$ cat src/rtl/i2cm_pkg.sv
package i2cm_pkg;
    typedef enum logic [3:0] {
        ST_IDLE,
        ST_DEVADR,
        ST_ADRHI,
        ST_ADRLO,
        ST_WRDAT,
        ST_ACK,
        ST_TXDAT,
        ST_MACK,
        ST_IGNORE
    } eng_state_t;

    localparam logic [3:0] DEV_TAG = 4'b1010;
endpackage

$ cat src/rtl/i2cm_line_sync.sv
module i2cm_line_sync #(
    parameter int STAGES = 2
) (
    input  logic clk,
    input  logic rst_n,
    input  logic scl_i,
    input  logic sda_i,
    output logic sda_s,
    output logic scl_rise,
    output logic scl_fall,
    output logic start_det,
    output logic stop_det
);
    logic [STAGES:0] scl_p, sda_p;
    logic scl_s, scl_d, sda_d;

    always_ff @(posedge clk or negedge rst_n) begin
        if (!rst_n) begin
            scl_p <= '1;
            sda_p <= '1;
        end else begin
            scl_p <= {scl_p[STAGES-1:0], scl_i};
            sda_p <= {sda_p[STAGES-1:0], sda_i};
        end
    end

    assign scl_s = scl_p[STAGES-1];
    assign scl_d = scl_p[STAGES];
    assign sda_s = sda_p[STAGES-1];
    assign sda_d = sda_p[STAGES];

    assign scl_rise  = scl_s & ~scl_d;
    assign scl_fall  = ~scl_s & scl_d;
    assign start_det = scl_s & scl_d & ~sda_s & sda_d;
    assign stop_det  = scl_s & scl_d & sda_s & ~sda_d;
endmodule

$ cat src/rtl/i2cm_addr_ctr.sv
module i2cm_addr_ctr #(
    parameter int AW = 14,
    parameter int PW = 6
) (
    input  logic          clk,
    input  logic          rst_n,
    input  logic          load,
    input  logic [AW-1:0] load_val,
    input  logic          inc_page,
    input  logic          inc_full,
    output logic [AW-1:0] addr
);
    logic [PW-1:0] low_next;
    assign low_next = addr[PW-1:0] + 1'b1;

    always_ff @(posedge clk or negedge rst_n) begin
        if (!rst_n)
            addr <= '0;
        else if (load)
            addr <= load_val;
        else if (inc_page)
            addr <= {addr[AW-1:PW], low_next};
        else if (inc_full)
            addr <= addr + 1'b1;
    end
endmodule

$ cat src/rtl/i2cm_slave_engine.sv
module i2cm_slave_engine
    import i2cm_pkg::*;
#(
    parameter int AW   = 14,
    parameter int PW   = 6,
    parameter int SYNC = 2
) (
    input  logic          clk,
    input  logic          rst_n,
    input  logic          scl_i,
    input  logic          sda_i,
    output logic          sda_oe,
    input  logic          wp,
    input  logic          busy,
    output logic          wr_stb,
    output logic [AW-1:0] wr_addr,
    output logic [7:0]    wr_data,
    output logic          commit,
    output logic [AW-1:0] rd_addr,
    input  logic [7:0]    rd_data
);
    localparam int HI_W = AW - 8;

    logic sda_s, scl_rise, scl_fall, start_det, stop_det;
    eng_state_t state, st_n, ret_st, ret_n;
    logic [3:0]      cnt;
    logic [7:0]      shreg, txreg;
    logic [HI_W-1:0] hi_q;
    logic            ack_drv, ackd_n, m_ack, wrote;
    logic            ctr_load, inc_p, inc_f, load_tx, wr_go, hi_ld;
    logic [AW-1:0]   ctr_addr;
    logic            rx_state, byte_end, prot_hit;

    i2cm_line_sync #(.STAGES(SYNC)) u_sync (
        .clk(clk), .rst_n(rst_n), .scl_i(scl_i), .sda_i(sda_i),
        .sda_s(sda_s), .scl_rise(scl_rise), .scl_fall(scl_fall),
        .start_det(start_det), .stop_det(stop_det)
    );

    i2cm_addr_ctr #(.AW(AW), .PW(PW)) u_ctr (
        .clk(clk), .rst_n(rst_n), .load(ctr_load),
        .load_val({hi_q, shreg}), .inc_page(inc_p), .inc_full(inc_f),
        .addr(ctr_addr)
    );

    assign rx_state = (state == ST_DEVADR) || (state == ST_ADRHI) ||
                      (state == ST_ADRLO)  || (state == ST_WRDAT);
    assign byte_end = scl_fall && (cnt == 4'd8);
    assign prot_hit = wp && (ctr_addr[AW-1:AW-2] == 2'b11);

    // next state and control strobes
    always_comb begin
        st_n     = state;
        ret_n    = ret_st;
        ackd_n   = ack_drv;
        ctr_load = 1'b0;
        inc_p    = 1'b0;
        inc_f    = 1'b0;
        load_tx  = 1'b0;
        wr_go    = 1'b0;
        hi_ld    = 1'b0;
        if (start_det) begin
            st_n   = ST_DEVADR;
            ackd_n = 1'b0;
        end else if (stop_det) begin
            st_n   = ST_IDLE;
            ackd_n = 1'b0;
        end else begin
            unique case (state)
                ST_IDLE, ST_IGNORE: ;
                ST_DEVADR: if (byte_end) begin
                    if (shreg[7:4] == DEV_TAG && !busy) begin
                        st_n   = ST_ACK;
                        ackd_n = 1'b1;
                        if (shreg[0]) begin
                            ret_n   = ST_TXDAT;
                            load_tx = 1'b1;
                            inc_f   = 1'b1;
                        end else begin
                            ret_n = ST_ADRHI;
                        end
                    end else begin
                        st_n = ST_IGNORE;
                    end
                end
                ST_ADRHI: if (byte_end) begin
                    st_n   = ST_ACK;
                    ackd_n = 1'b1;
                    ret_n  = ST_ADRLO;
                    hi_ld  = 1'b1;
                end
                ST_ADRLO: if (byte_end) begin
                    st_n     = ST_ACK;
                    ackd_n   = 1'b1;
                    ret_n    = ST_WRDAT;
                    ctr_load = 1'b1;
                end
                ST_WRDAT: if (byte_end) begin
                    if (prot_hit) begin
                        st_n = ST_IGNORE;
                    end else begin
                        st_n   = ST_ACK;
                        ackd_n = 1'b1;
                        ret_n  = ST_WRDAT;
                        wr_go  = 1'b1;
                        inc_p  = 1'b1;
                    end
                end
                ST_ACK: if (scl_fall) begin
                    st_n   = ret_st;
                    ackd_n = 1'b0;
                end
                ST_TXDAT: if (scl_fall && cnt == 4'd7) begin
                    st_n = ST_MACK;
                end
                ST_MACK: if (scl_fall) begin
                    if (m_ack) begin
                        st_n    = ST_TXDAT;
                        load_tx = 1'b1;
                        inc_f   = 1'b1;
                    end else begin
                        st_n = ST_IGNORE;
                    end
                end
                default: st_n = ST_IDLE;
            endcase
        end
    end

    // state register and datapath
    always_ff @(posedge clk or negedge rst_n) begin
        if (!rst_n) begin
            state    <= ST_IDLE;
            ret_st   <= ST_IDLE;
            ack_drv  <= 1'b0;
            cnt      <= '0;
            shreg    <= '0;
            txreg    <= '1;
            hi_q     <= '0;
            m_ack    <= 1'b0;
            wrote    <= 1'b0;
            wr_stb   <= 1'b0;
            wr_addr  <= '0;
            wr_data  <= '0;
            commit   <= 1'b0;
        end else begin
            state   <= st_n;
            ret_st  <= ret_n;
            ack_drv <= ackd_n;
            wr_stb  <= wr_go;
            commit  <= stop_det && wrote;
            if (wr_go) begin
                wr_addr <= ctr_addr;
                wr_data <= shreg;
            end
            if (start_det || stop_det)
                wrote <= 1'b0;
            else if (wr_go)
                wrote <= 1'b1;
            if (start_det || stop_det || (st_n != state))
                cnt <= '0;
            else if ((rx_state && scl_rise) || (state == ST_TXDAT && scl_fall))
                cnt <= cnt + 1'b1;
            if (rx_state && scl_rise && !start_det && !stop_det)
                shreg <= {shreg[6:0], sda_s};
            if (hi_ld)
                hi_q <= shreg[HI_W-1:0];
            if (load_tx)
                txreg <= rd_data;
            else if (state == ST_TXDAT && scl_fall)
                txreg <= {txreg[6:0], 1'b1};
            if (state == ST_MACK && scl_rise)
                m_ack <= ~sda_s;
        end
    end

    // outputs
    always_comb begin
        sda_oe  = ((state == ST_ACK) && ack_drv) ||
                  ((state == ST_TXDAT) && !txreg[7]);
        rd_addr = ctr_addr;
    end
endmodule

$ cat config.mk
export PLATFORM = sky130hd
export DESIGN_NAME = i2cm_slave_engine
export DESIGN_NICKNAME = d
export VERILOG_FILES = /design/src/rtl/i2cm_pkg.sv /design/src/rtl/i2cm_line_sync.sv /design/src/rtl/i2cm_addr_ctr.sv /design/src/rtl/i2cm_slave_engine.sv
export SDC_FILE = /design/constraint.sdc
export NUM_CORES = 1
export LEC_CHECK = 0
export ABC_CLOCK_PERIOD_IN_PS = 2500
export BUFFER_PORTS_ARGS = -buffer_cell sky130_fd_sc_hd__clkbuf_2
export CAP_MARGIN = 5
export CORE_MARGIN = 2
export CORE_UTILIZATION = 50
export CTS_BUF_LIST = sky130_fd_sc_hd__clkbuf_4 sky130_fd_sc_hd__clkbuf_8
export DETAILED_ROUTE_END_ITERATION = 10
export PLACE_DENSITY = 0.79
export SKIP_CTS_REPAIR_TIMING = 1
export SLEW_MARGIN = 20
export SYNTH_ARGS = -nofsm -noshare
export SYNTH_HDL_FRONTEND = slang
export SYNTH_SLANG_ARGS = --single-unit
$ cat constraint.sdc
create_clock -name clk -period 2.5 [get_ports clk]
set_input_delay 0.25 -clock clk [delete_from_list [all_inputs] [get_ports clk]]
set_output_delay 0.25 -clock clk [all_outputs]
set_load 0.005 [all_outputs]
==> impl_metrics.py <==
metrics = {
    "place": {
        "hpwl_um": 6470,
        "global_placer_s_final_weighted_congestion": 0.913,
        "dp_slack_ps": 321,
        "placement.io_buffers": 52,
    },
    "pwr": {
        "power.ir.vdd_worst_v": 0.000367,
        "power_density_nw_per_um2": 615,
        "share_of_total_power_consumed_by_net_switching_pct": 26.8,
        "seq_power_share_pct": 53.0,
        "switchingPower_mw": 0.754,
        "cellLeakagePower_nw": 2.28,
        "fin_total_pwr_mw": 2.82,
        "power.internal_mw": 2.06,
        "power.share.clock_pct": 39.5,
        "power.combinational.fraction_pct": 7.5,
    },
    "job": {
        "maxCapViolCount": 0,
    },
    "synth": {
        "main_combinational_cell_family_by_area_after_synthesis": "simple AND/OR/NAND/NOR gates",
        "synthDominantAreaCellType": "sky130_fd_sc_hd__dfrtp_1",
        "dominantRegCellSynth": "sky130_fd_sc_hd__dfrtp_1",
        "yosys_register_bits": 80,
        "synth_warnings": 0,
        "ys_top_cells_by_area": "sky130_fd_sc_hd__dfrtp_1 (42%), sky130_fd_sc_hd__nand2_1 (11%), sky130_fd_sc_hd__dfstp_2 (9.4%), sky130_fd_sc_hd__mux2_2 (4.0%), sky130_fd_sc_hd__o21ai_0 (2.7%)",
        "syn-instance-count": 412,
        "synthArstFlopShare_pct": 100,
        "arithmetic_cell_share_of_the_synthesized_area_counting_full_adders_half_adders_and_majority_gates_pct": 0.955,
        "yosysUniqueCellTypes": 60,
        "synth_top_area_share_pct": 42.0,
        "synthSimpleGateAreaFrac_pct": 25.7,
        "post_synth_instance_area_um2": 3930,
        "synth-seq-area-share_pct": 51.4,
        "synth.area.mux_share_pct": 4.78,
        "synth_fp_nets": 429,
        "synth_compound_gate_area_share_pct": 12.5,
        "synth.avg_cell_area_um2": 9.54,
        "synth-xor-area-share_pct": 1.56,
        "synth-edff-count": 0,
    },
    "routing": {
        "met3RoutedLength_um": 522,
        "drt-total-wl_um": 9120,
        "antenna_violating_nets_remaining": 0,
        "post_drt_wl_per_cell_um": 15.7,
        "route.layer.met1.wl_um": 4140,
        "avgViaCountPerCell": 5.66,
        "drt_iter0_drc": 177,
        "drcViolationCount": 0,
        "topRoutingLayerUsed": "met4",
        "vias": 3280,
        "met2_wire_length_um": 4340,
        "dr.pass1.iters": 5,
    },
    "sta": {
        "setup_tns_ps": 0,
        "clock.fmax_ghz": 0.441,
        "total_count_of_hold_check_failures_in_the_final_report": 0,
        "min_period_over_period_pct": 90.8,
        "period_minus_slack_ps": 2270,
        "setup_viol_count_final": 0,
        "finalMaxSlewViolations": 0,
        "postLayoutSetupSlackWorst_ps": 231,
        "timing.clock.skew_ps": 10.1,
        "rsz0062_at_grt": "false",
        "timing.slew.headroom_pct": 35.7,
        "transition_at_the_pin_with_the_smallest_max_transition_slack_ps": 964,
    },
    "critical_path": {
        "worstReg2RegStart": "state[0]",
        "criticalPathCategory": "flop to flop",
        "timing.critical_path.arrival_ps": 2490,
        "cp_data_required_time_ps": 2720,
        "timing.critical_path.from": "state[0]",
        "cp_max_fo": 14,
        "worst_setup_path_end_kind": "flop",
        "worstSetupStartpointType": "flop",
    },
    "floorplan": {
        "die-area_um2": 8580,
        "initial_core_utilization_pct": 51.1,
        "row_count": 32,
        "die_x_um": 92.6,
        "io_pins": 53,
        "die_height_um": 92.6,
        "core_area_um2": 7690,
    },
    "cts": {
        "numCtsBuffers": 9,
        "clock_tree.htree_level_count": 3,
        "cts_sinks": 80,
        "tritoncts": "built",
        "max-clock-path-buffers": 2,
        "clock_latency_ps": 350,
        "clk_pin_slew_ps": 90,
        "cts-root-buf": "sky130_fd_sc_hd__clkbuf_8",
    },
    "cells_and_area": {
        "antenna-diode-count": 0,
        "most-common-layout-cells": "sky130_fd_sc_hd__nand2_1 (114), sky130_fd_sc_hd__dfrtp_1 (66), sky130_fd_sc_hd__clkbuf_2 (51)",
        "layout-drive-gt1-share_pct": 26.8,
        "final_common_cell": "sky130_fd_sc_hd__nand2_1",
        "syn2layout_area_growth_pct": 16.6,
        "nets": 490,
    },
    "global_routing": {
        "gr-total-overflow": 0,
        "vias_in_the_first_global_route": 3132,
        "antenna_violations_before_repair": 0,
        "grt_max_degree": 80,
        "grt_first_pass_wirelength_um": 15300,
        "groute.usage.overall_pct": 22.6,
    },
    "min_path": {
        "hold_path_class": "input port to asynchronous set/reset pin",
    },
    "run_status": {
        "outcome": "complete, no violations",
    },
}
## registers in the layout, summed over array words and instances (netlist names)
signal	cells
u_ctr.addr	14
ack_drv	1
cnt	4
wr_data	8
shreg	8
wr_addr	14
txreg	8
u_sync.sda_p	3
hi_q	6
state	4
m_ack	1
ret_st	3
wrote	1
u_sync.scl_p	3
commit	1
wr_stb	1
## stage by stage
stage               util, %  hold WS [ps]  area (um2)  cells
detailed placement     56.3           342        4330    562
global route           59.6           111        4580    580
global placement       56.3           338        4330    562
floorplan                 -         -45.6        3930    412
CTS                    59.3         -33.7        4560    578
finish                 59.6          39.4        4580    580
## worst max-delay path, stage by stage, from the launching register on
cell and delay [ps]:
sky130_fd_sc_hd__dfrtp_1 540, sky130_fd_sc_hd__nor2_1 350, sky130_fd_sc_hd__and4_1 480, sky130_fd_sc_hd__a221oi_1 140
sky130_fd_sc_hd__nand3_1 140, sky130_fd_sc_hd__mux2i_1 370, sky130_fd_sc_hd__nor3_1 120
## power groups by stage
stage	clock (mW)	sequential [mW]	combinational, mW
floorplan	0	1.45	0.165
global placement	0	1.51	0.199
detailed placement	0	1.51	0.208
CTS	1.13	1.49	0.212
global route	1.19	1.50	0.237
finish	1.11	1.49	0.213
## cells in the mapped netlist, types with 3 or more instances
master / instances
sky130_fd_sc_hd__a21oi_1: 6
sky130_fd_sc_hd__a21oi_2: 6
sky130_fd_sc_hd__a22oi_1: 8
sky130_fd_sc_hd__a31oi_1: 5
sky130_fd_sc_hd__and2_1: 5
sky130_fd_sc_hd__and3_1: 7
sky130_fd_sc_hd__buf_2: 7
sky130_fd_sc_hd__clkbuf_1: 7
sky130_fd_sc_hd__dfrtp_1: 66
sky130_fd_sc_hd__dfstp_2: 14
sky130_fd_sc_hd__ha_1: 3
sky130_fd_sc_hd__inv_1: 8
sky130_fd_sc_hd__mux2_2: 14
sky130_fd_sc_hd__mux2i_1: 3
sky130_fd_sc_hd__nand2_1: 114
sky130_fd_sc_hd__nand3_1: 20
sky130_fd_sc_hd__nand4_1: 6
sky130_fd_sc_hd__nor2_1: 18
sky130_fd_sc_hd__nor2b_1: 5
sky130_fd_sc_hd__nor3_1: 14
sky130_fd_sc_hd__o211a_1: 4
sky130_fd_sc_hd__o21ai_0: 21
sky130_fd_sc_hd__xor2_1: 5
## final timing paths
path / slack, ps / cells after the start / endpoint
max: 230 / 6 / cnt[2]
min: 40 / 1 / wrote
max reg2reg: 230 / 6 / cnt[2]
min reg2reg: 360 / 0 / u_sync.scl_p[1]
max in group asynchronous: 1780 / 2 / u_sync.scl_p[2]
min in group clk: 100 / 3 / txreg[0]
## per-layer routing
metal,vias up,GRT usage (%)
li1,1559,-
met1,1591,31.6
met2,118,36.1
met3,12,3.74
met4,0,7.84
met5,-,0
## cell type report
cell class	instances	area, um2
clock buffers	9	124
clock inverters	7	110
fillers	668	3110
inverters	8	30.0
multi-input cells	307	1790
flip-flops and latches	80	2020
well taps	102	128
repair buffers	67	380
## logic make-up (layout without fill, tap and decap cells)
| group | count (synthesis) | after routing |
|---|---|---|
| buffers and inverters | 25 | 91 |
| multiplexers | 17 | 17 |
| AO/OA/AOI/OAI | 69 | 69 |
| AND/OR/NAND/NOR | 211 | 211 |
| XOR/XNOR | 7 | 7 |
| flip-flops | 80 | 80 |
| adder cells (fa/ha/maj) | 3 | 3 |
No activity file was read; power rests on OpenSTA's default activity.
